[config.mk]
export PLATFORM = sky130hd
export DESIGN_NAME = sd_pushbutton_ctrl
export DESIGN_NICKNAME = d
export VERILOG_FILES = /design/src/rtl/sd_pkg.sv /design/src/rtl/sd_tick_gen.sv /design/src/rtl/sd_debounce.sv /design/src/rtl/sd_timeout.sv /design/src/rtl/sd_pushbutton_ctrl.sv
export SDC_FILE = /design/constraint.sdc
export NUM_CORES = 1
export LEC_CHECK = 0
export BUFFER_PORTS_ARGS = -buffer_cell sky130_fd_sc_hd__buf_2
export CORE_ASPECT_RATIO = 1.2
export CORE_MARGIN = 2
export CORE_UTILIZATION = 35
export DETAILED_ROUTE_END_ITERATION = 6
export SYNTH_ARGS = -nofsm -noshare
export SYNTH_HDL_FRONTEND = slang
export SYNTH_SLANG_ARGS = --single-unit
[constraint.sdc]
create_clock -name clk_i -period 2.3 [get_ports clk_i]
set_clock_uncertainty 0.15 [all_clocks]
set_input_delay 0.69 -clock clk_i [delete_from_list [all_inputs] [get_ports clk_i]]
set_output_delay 0.69 -clock clk_i [all_outputs]
set_load 0.01 [all_outputs]
[src/rtl/sd_pkg.sv]
package sd_pkg;
  typedef enum logic {
    SD_ON  = 1'b0,
    SD_OFF = 1'b1
  } sd_state_e;

  localparam int unsigned SD_NUM_SW = 2; // charge, discharge
endpackage

[src/rtl/sd_tick_gen.sv]
module sd_tick_gen #(
  parameter int unsigned DIV = 50000
) (
  input  logic clk_i,
  input  logic rst_ni,
  output logic tick_o
);
  localparam int unsigned W = (DIV > 1) ? $clog2(DIV) : 1;
  localparam logic [W-1:0] LAST = W'(DIV - 1);

  logic [W-1:0] cnt_q;

  assign tick_o = (cnt_q == LAST);

  always_ff @(posedge clk_i or negedge rst_ni) begin
    if (!rst_ni)     cnt_q <= '0;
    else if (tick_o) cnt_q <= '0;
    else             cnt_q <= cnt_q + 1'b1;
  end
endmodule

[src/rtl/sd_debounce.sv]
module sd_debounce #(
  parameter int unsigned SYNC_STAGES = 2,
  parameter int unsigned TICKS       = 16
) (
  input  logic clk_i,
  input  logic rst_ni,
  input  logic tick_i,
  input  logic raw_i,
  output logic level_o,
  output logic fall_o
);
  localparam int unsigned CW = (TICKS > 1) ? $clog2(TICKS) : 1;
  localparam logic [CW-1:0] LAST = CW'(TICKS - 1);

  logic [SYNC_STAGES-1:0] sync_q;
  logic                   s_lvl;
  logic                   level_q;
  logic [CW-1:0]          cnt_q;
  logic                   accept;

  // idle level of the button is high
  always_ff @(posedge clk_i or negedge rst_ni) begin
    if (!rst_ni) sync_q <= '1;
    else         sync_q <= {sync_q[SYNC_STAGES-2:0], raw_i};
  end

  assign s_lvl  = sync_q[SYNC_STAGES-1];
  assign accept = (s_lvl != level_q) && tick_i && (cnt_q == LAST);

  always_ff @(posedge clk_i or negedge rst_ni) begin
    if (!rst_ni) begin
      level_q <= 1'b1;
      cnt_q   <= '0;
    end else if (s_lvl == level_q) begin
      cnt_q <= '0;
    end else if (tick_i) begin
      if (cnt_q == LAST) begin
        level_q <= s_lvl;
        cnt_q   <= '0;
      end else begin
        cnt_q <= cnt_q + 1'b1;
      end
    end
  end

  assign level_o = level_q;
  assign fall_o  = accept && !s_lvl;
endmodule

[src/rtl/sd_timeout.sv]
module sd_timeout #(
  parameter int unsigned TO_W          = 16,
  parameter int unsigned TICKS_PER_SEC = 1000
) (
  input  logic            clk_i,
  input  logic            rst_ni,
  input  logic            tick_i,
  input  logic            run_i,
  input  logic [TO_W-1:0] limit_i,
  output logic [TO_W-1:0] sec_o,
  output logic            expire_o
);
  localparam int unsigned SW = (TICKS_PER_SEC > 1) ? $clog2(TICKS_PER_SEC) : 1;
  localparam logic [SW-1:0] SUB_LAST = SW'(TICKS_PER_SEC - 1);

  logic [SW-1:0]   sub_q;
  logic [TO_W-1:0] sec_q;

  always_ff @(posedge clk_i or negedge rst_ni) begin
    if (!rst_ni) begin
      sub_q <= '0;
      sec_q <= '0;
    end else if (!run_i) begin
      sub_q <= '0;
      sec_q <= '0;
    end else if (tick_i) begin
      if (sub_q == SUB_LAST) begin
        sub_q <= '0;
        sec_q <= sec_q + 1'b1;
      end else begin
        sub_q <= sub_q + 1'b1;
      end
    end
  end

  assign sec_o    = sec_q;
  assign expire_o = run_i && (limit_i != '0) && (sec_q >= limit_i);
endmodule

[src/rtl/sd_pushbutton_ctrl.sv]
module sd_pushbutton_ctrl
  import sd_pkg::*;
#(
  parameter int unsigned TICK_DIV       = 50000, // 50 MHz -> 1 kHz
  parameter int unsigned DEBOUNCE_TICKS = 16,
  parameter int unsigned TICKS_PER_SEC  = 1000,
  parameter int unsigned SYNC_STAGES    = 2,
  parameter int unsigned TO_W           = 16
) (
  input  logic            clk_i,
  input  logic            rst_ni,
  input  logic            btn_i,
  input  logic [TO_W-1:0] timeout_s_i,
  output logic            chg_en_o,
  output logic            dsg_en_o
);
  logic            tick_w;
  logic            level_w;
  logic            fall_w;
  logic            expire_w;
  logic [TO_W-1:0] sec_w;
  sd_state_e       state_q, state_d;
  logic [SD_NUM_SW-1:0] en_q;

  sd_tick_gen #(.DIV(TICK_DIV)) u_tick (
    .clk_i (clk_i),
    .rst_ni(rst_ni),
    .tick_o(tick_w)
  );

  sd_debounce #(.SYNC_STAGES(SYNC_STAGES), .TICKS(DEBOUNCE_TICKS)) u_db (
    .clk_i  (clk_i),
    .rst_ni (rst_ni),
    .tick_i (tick_w),
    .raw_i  (btn_i),
    .level_o(level_w),
    .fall_o (fall_w)
  );

  sd_timeout #(.TO_W(TO_W), .TICKS_PER_SEC(TICKS_PER_SEC)) u_to (
    .clk_i   (clk_i),
    .rst_ni  (rst_ni),
    .tick_i  (tick_w),
    .run_i   (state_q == SD_OFF),
    .limit_i (timeout_s_i),
    .sec_o   (sec_w),
    .expire_o(expire_w)
  );

  always_comb begin
    state_d = state_q;
    unique case (state_q)
      SD_ON:  if (fall_w)             state_d = SD_OFF;
      SD_OFF: if (fall_w || expire_w) state_d = SD_ON;
      default:                        state_d = SD_ON;
    endcase
  end

  always_ff @(posedge clk_i or negedge rst_ni) begin
    if (!rst_ni) state_q <= SD_ON;
    else         state_q <= state_d;
  end

  // one output flop per switch, placed next to its driver
  for (genvar g = 0; g < SD_NUM_SW; g++) begin : g_sw
    always_ff @(posedge clk_i or negedge rst_ni) begin
      if (!rst_ni) en_q[g] <= 1'b1;
      else         en_q[g] <= (state_d == SD_ON);
    end
  end

  assign chg_en_o = en_q[0];
  assign dsg_en_o = en_q[1];
endmodule

# After elaboration in Yosys (flattened, before gate mapping)
# Index checks and enable logic that the tools add are counted.
[op_classes] addsub=4 n_lt_le_gt_ge=1 n_eq_ne=7 muxes=13 bitwise=3 n_reduce_logical=11
[op_table] op="2-to-1 mux 16 bit" n=4
[op_table] op="adder 16 x 1 -> 16 bit (second input constant)" n=2
[op_table] op="2-to-1 mux 10 bit" n=3
[op_table] op="equality test 16 bit (second input constant)" n=1
[op_table] op=">= comparator 16 bit" n=1
[op_table] op="nonzero test 16 bit" n=1
[op_table] op="2-to-1 mux 4 bit" n=3
[op_table] op="adder 10 x 1 -> 10 bit (second input constant)" n=1
[op_table] op="equality test 10 bit (second input constant)" n=1
[op_table] op="logical AND 1 bit" n=5
[op_table] op="adder 4 x 1 -> 4 bit (second input constant)" n=1
[op_table] op="equality test 4 bit (second input constant)" n=1
[op_table] op="!= test 2 x 1 -> 1 bit (second input constant)" n=2
[op_table] op="NOT 1 bit" n=3
[op_table] op="AND reduction 3 bit" n=1
[op_table] op="2-to-1 mux 1 bit" n=2
[op_table] op="one-hot mux 1 bit (2 select lines)" n=1
[op_table] op="AND reduction 2 bit" n=1
[op_table] op="nonzero test 2 bit" n=1
[op_table] op="equality test 1 bit" n=1
[op_table] op="zero test 1 bit" n=1
[op_table] op="logical OR 1 bit" n=1
[op_table] op="!= test 1 bit" n=1
[totals] register_bits=51 output_inout_bits=2 elab_cells=47

# Longest topological paths before layout
[depth] ltp_word=8 mapped_depth=9 depth_no_buf=7

# By module
# A second synthesis with hierarchy kept.
[hier_totals] hier_cells=312 area_unflattened_um2=3010.4
[by_module_without_submodules] module="sd_timeout" n_inst=1 cells_per_inst=212 area_per_inst_um2=1839.3 seq_area_each_um2=650.6
[by_module_without_submodules] module="sd_tick_gen" n_inst=1 cells_per_inst=67 area_per_inst_um2=762.0 seq_area_each_um2=400.4
[by_module_without_submodules] module="sd_debounce" n_inst=1 cells_per_inst=27 area_per_inst_um2=321.6 seq_area_each_um2=178.9
[by_module_without_submodules] module="sd_pushbutton_ctrl" n_inst=1 cells_per_inst=6 area_per_inst_um2=87.6 seq_area_each_um2=51.3

# Least setup slack after synthesis
# No wires, ideal clock.
[synth_timing] kind="input -> register" from="in timeout_s_i[9]" to="reg en_q[0] (netlist: chg_en_o)" arrival_time_ps=2151 setup_slack_ps=-80 path_stages=7 path_buffers=0 cell_sequence="inv_1 > ha_1 > a21o_1 > a221o_1 > a2111oi_0 > o21ai_0 > a22o_1"
[synth_between] elab_chain_cells=7
[synth_lines] element="start, declared" line_no="sd_pushbutton_ctrl.sv:13" rtl="input logic [TO_W-1:0] timeout_s_i,"
[synth_lines] element="parallel branches: the longest is 2 deep, another holds >= comparator 16 bit"
[synth_lines] element="logical AND 1 bit (*)" line_no="sd_timeout.sv:37" rtl="assign expire_o = run_i && (limit_i != '0) && (sec_q >= limit_i);"
[synth_lines] element="logical OR 1 bit (*)" line_no="sd_pushbutton_ctrl.sv:54" rtl="SD_OFF: if (fall_w || expire_w) state_d = SD_ON;"
[synth_lines] element="2-to-1 mux 1 bit (*)" line_no="sd_pushbutton_ctrl.sv:54"
[synth_lines] element="one-hot mux 1 bit (2 select lines) (*)" line_no="sd_pushbutton_ctrl.sv:52" rtl="unique case (state_q)"
[synth_lines] element="NOT 1 bit (*)" line_no="sd_pushbutton_ctrl.sv:68" rtl="else en_q[g] <= (state_d == SD_ON);"
[synth_lines] element="end signal, assigned by index" line_no="sd_pushbutton_ctrl.sv:68"
[synth_lines] element="end, declared" line_no="sd_pushbutton_ctrl.sv:23" rtl="logic [SD_NUM_SW-1:0] en_q;"
# Every way passes the cells marked *.
# A chain may end at the register's enable or synchronous reset.

# Worst setup path in the final report
[layout_timing] from="reg u_tick.cnt_q[7]" to="reg u_to.sec_q[9] (netlist: u_to.sec_o[9])"
[layout_between] elab_chain_cells=3
[layout_lines] element="start, declared" line_no="sd_tick_gen.sv:11" rtl="logic [W-1:0] cnt_q;"
[layout_lines] element="start signal, assigned" line_no="sd_tick_gen.sv:18" rtl="else cnt_q <= cnt_q + 1'b1;"
[layout_lines] element="equality test 16 bit" line_no="sd_tick_gen.sv:13" rtl="assign tick_o = (cnt_q == LAST);"
[layout_lines] element="!= test 2 x 1 -> 1 bit (no line)"
[layout_lines] element="AND reduction 2 bit (no line)"
[layout_lines] element="end signal, assigned" line_no="sd_timeout.sv:29" rtl="sec_q <= sec_q + 1'b1;"
[layout_lines] element="end, declared" line_no="sd_timeout.sv:17" rtl="logic [TO_W-1:0] sec_q;"
# No other way between the ends.

==> reports/results.txt <==
Counting buffers and inverters, the worst setup path is 5 cells deep. The run gives 0 as the final routed DRC violation total. The worst hold path belongs to the class input pin to async pin.

At the end of routability-driven placement, the weighted congestion stood at 0.795. The worst-case IR drop observed on VDD is 0.199 mV. The number of antenna violations at the first check in global routing was 0; the delay of the slowest critical-path stage was 440 ps.

The flow ran to the end, and the final reports show no timing, DRC or antenna violations. The clock passes through at most 2 buffers. Measured against its own limit, the worst slew margin works out to 74.8%.

Global routing used 15.8% of the available tracks across all layers. The HPWL after detailed placement is 5050 µm. The logs give 2,541 for the number of global-route vias before repair and 0 for the reported max-cap violation count. From synthesis to final layout, the design area changed by 21.7%.

The later pin in the worst-skew pair is clocked with a latency of 310 ps. Once placement finished, the instance area stood at 3510 µm². The horizontal die dimension came out at 88.6 µm. The most used flip-flop cell after synthesis was sky130_fd_sc_hd__dfrtp_1. Power after layout: 0.00152 W. The clock period could shrink to 2230 ps. The ratio of routed vias to standard cells works out to 5.09.

For this run, asynchronously set or reset flops after synthesis account for 100%. For the pin with the worst max-slew slack, the measured transition is 374 ps. Dividing the final minimum period by the clock period gives 96.8%.

The die covers 9350 µm². The ratio of total power to cell area was 415 nW/µm²; the total global routing overflow was 0. The number of top-level design ports was 21. For this run, the number of Yosys warnings is 0.

Data on the critical path is required at its endpoint by 2330 ps. Once detail routing completed, the nets flagged for antenna violations numbered 0. During placement, the flow inserted port buffers numbering 20. The DRC violation total after the first TritonRoute iteration came out at 150.

The synthesized instance count was 322. The analysis attributes to cell leakage a power of 1.75 nW. The average footprint of a synthesized cell is 9.34 µm², and the H-tree depth reported by CTS is 2.

The synthesized design contains 0 enable-type register cells. Max-slew violation count: 0. For this configuration, the core starts out at a cell density of 35.5%. The post-route netlist has 22.5% of its cells at a drive strength greater than 1. TritonCTS built the clock tree. The post-CTS clock slew at the launch and capture registers of the worst setup and hold paths works out to 100 ps. The wire length after detailed routing was 6580 µm. The logs give 42.6% for the sequential element share of the synthesized area and 421 for the number of nets in the finished design. The final cell area excluding filler cells was 3660 µm². Of all nets on the critical path, the largest fanout is 6. The utilization of the core after routing is 43.2%, and the tightest hold margin is 72.7 ps. TritonCTS created 5 clock buffers. Placeable core area: 8470 µm².

The slowest stage of the critical path belongs to the cell sky130_fd_sc_hd__or3b_4. The diode insertion count for antenna repair is 0. The total via count in the routed design was 2,545; the pin count of the biggest net entering global routing was 32. For the worst flop-to-flop path, the logic depth is 5. In this run, distinct cell masters in the synthesized netlist total 51. The number of buffer and inverter stages on the critical path is 1, and the post-synthesis sequential element count is 51. The first global-routing pass estimated 11,900 µm of wire.

For the number of setup violations in the final report, the log shows 0. Traced cell by cell, the critical path runs through nor4b_4 > nand4_2 > or3b_4 > buf_4 > o41ai_1. Counting every net in the synthesized netlist gives 361. Once layout is complete, the cells apart from fillers number 500. The master cell of the clock root buffer was sky130_fd_sc_hd__clkbuf_8.

The site row count came out at 37. The type of element launching the critical path is a flop. The critical path start-end classification is flop to flop. The average wire per cell in the routed design was 13.2 µm; the iteration count of the initial detailed-routing pass was 4.

The final hold violation count is 0. Data arrives at the worst endpoint at 2260 ps. The tools report the count of hold buffers inserted by post-cts repair as 0. Grouping stages by cell kind, the critical path spends the most delay in simple AND/OR/NAND/NOR gates. The highest clock frequency the design can meet is 449 MHz.

The placed cell count is 489. The die outline height was 106 µm. The number of sinks driven by the clock tree came out at 51.

Capturing element type of the critical path: a flop. The cell area that synthesis handed to floorplanning was 3010 µm².
[state kept, by name (all words and copies together), names as in the netlist]
register	cells
u_tick.cnt_q	16
u_to.sec_o	16
u_to.sub_q	10
u_db.cnt_q	4
u_db.sync_q	2
chg_en_o	1
state_q	1
u_db.level_o	1
[worst paths after layout]
check	to	slack, ps	startpoint
min	u_to.sec_o[5]	70	rst_ni
min reg2reg	u_db.sync_q[1]	210	u_db.sync_q[0]
min in group clk_i	u_db.sync_q[1]	210	u_db.sync_q[0]
max reg2reg	u_to.sec_o[9]	70	u_tick.cnt_q[7]
max	u_to.sec_o[9]	70	u_tick.cnt_q[7]
max in group asynchronous	u_db.sync_q[1]	1410	rst_ni
[synthesized netlist by cell type (2+ instances only)]
master	number	area, µm²
sky130_fd_sc_hd__a21oi_1	9	45.0
sky130_fd_sc_hd__a31oi_1	2	12.5
sky130_fd_sc_hd__a41o_1	2	20.0
sky130_fd_sc_hd__and2_1	4	25.0
sky130_fd_sc_hd__and3_1	7	43.8
sky130_fd_sc_hd__and4_1	3	26.3
sky130_fd_sc_hd__buf_2	2	10.0
sky130_fd_sc_hd__buf_6	2	22.5
sky130_fd_sc_hd__clkbuf_1	5	18.8
sky130_fd_sc_hd__dfrtp_1	47	1180
sky130_fd_sc_hd__dfstp_2	4	105
sky130_fd_sc_hd__ha_1	20	250
sky130_fd_sc_hd__inv_1	23	86.3
sky130_fd_sc_hd__mux2i_1	4	40.0
sky130_fd_sc_hd__nand2_1	38	143
sky130_fd_sc_hd__nand2b_1	7	43.8
sky130_fd_sc_hd__nand3_1	16	80.1
sky130_fd_sc_hd__nand4_1	12	75.1
sky130_fd_sc_hd__nor2_1	27	101
sky130_fd_sc_hd__nor3_1	3	15.0
sky130_fd_sc_hd__nor4_1	7	43.8
sky130_fd_sc_hd__nor4b_1	2	17.5
sky130_fd_sc_hd__o211ai_1	5	37.5
sky130_fd_sc_hd__o21ai_0	16	80.1
sky130_fd_sc_hd__o311ai_1	2	17.5
sky130_fd_sc_hd__o31ai_1	4	30.0
sky130_fd_sc_hd__o41ai_1	4	35.0
sky130_fd_sc_hd__or4_1	4	30.0
sky130_fd_sc_hd__xnor2_1	12	105
sky130_fd_sc_hd__xor2_1	8	70.1
[area by class of cell]
type	instances	area (µm²)
fillers	838	4810
multi-input cells	238	1620
flip-flops and latches	51	1280
repair buffers	63	435
well taps	117	146
inverters	23	86.3
clock buffers	5	68.8
clock inverters	3	23.8
[cell families (layout without fill, tap and decap cells)]
| logic type | Yosys count | after routing | share of synthesized area [%] |
|---|---|---|---|
| AO/OA/AOI/OAI | 54 | 54 | 12.1 |
| XOR/XNOR | 20 | 20 | 5.82 |
| adder cells (fa/ha/maj) | 20 | 20 | 8.32 |
| buffers and inverters | 33 | 94 | 4.83 |
| flip-flops | 51 | 51 | 42.6 |
| multiplexers | 5 | 5 | 1.71 |
| AND/OR/NAND/NOR | 139 | 139 | 24.6 |
[cells in the final DEF, fill, tap and decap left out, types with 3 or more instances in the layout]
| cell type | count |
|---|---|
| sky130_fd_sc_hd__and3_1 | 7 |
| sky130_fd_sc_hd__xnor2_1 | 12 |
| sky130_fd_sc_hd__dfrtp_1 | 47 |
| sky130_fd_sc_hd__a21oi_1 | 9 |
| sky130_fd_sc_hd__buf_2 | 20 |
| sky130_fd_sc_hd__nor3_1 | 3 |
| sky130_fd_sc_hd__nand4_1 | 12 |
| sky130_fd_sc_hd__and2_1 | 4 |
| sky130_fd_sc_hd__and4_1 | 3 |
| sky130_fd_sc_hd__nand3_1 | 16 |
| sky130_fd_sc_hd__inv_1 | 23 |
| sky130_fd_sc_hd__nor2_1 | 27 |
| sky130_fd_sc_hd__ha_1 | 20 |
| sky130_fd_sc_hd__mux2i_1 | 4 |
| sky130_fd_sc_hd__o41ai_1 | 4 |
| sky130_fd_sc_hd__dfstp_2 | 4 |
| sky130_fd_sc_hd__o211ai_1 | 5 |
| sky130_fd_sc_hd__nor4_1 | 6 |
| sky130_fd_sc_hd__or4_1 | 3 |
| sky130_fd_sc_hd__clkbuf_8 | 5 |
| sky130_fd_sc_hd__nand2b_1 | 7 |
| sky130_fd_sc_hd__nand2_1 | 37 |
| sky130_fd_sc_hd__o21ai_0 | 15 |
| sky130_fd_sc_hd__buf_4 | 42 |
| sky130_fd_sc_hd__o31ai_1 | 4 |
| sky130_fd_sc_hd__xor2_1 | 8 |
[metal layers]
layer / up-vias / share of wire, % / track usage, %
li1: 1278 / - / -
met1: 1225 / 47 / 21.4
met2: 31 / 49 / 25.8
met3: 11 / 2.4 / 2.90
met4: 0 / 1.4 / 4.11
met5: - / 0 / 0
[through the flow]
stage	setup WS (ps)	setup TNS, ps
after floorplan	9.84	0
after CTS	50.9	0
after global placement	-175	-327
final	73.3	0
after global routing	-82.6	-82.6
after detailed placement	-210	-419
[report_power, final]
group	leakage, nW	switching [W]	internal, W
registers	0.679	0.00000182	0.000900
clock network	0.0408	0.000325	0.000218
logic	1.03	0.0000426	0.0000304
total	1.75	0.000369	0.00115
[repair_timing]
action / 4_1_cts / 5_1_grt
resized for setup: 1 / 8
endpoints found under the setup margin: 3 / 8
buffers inserted: 0 / 3
pin swaps: 0 / 6
gates cloned: 0 / 0
No activity file was read; power rests on OpenSTA's default activity.
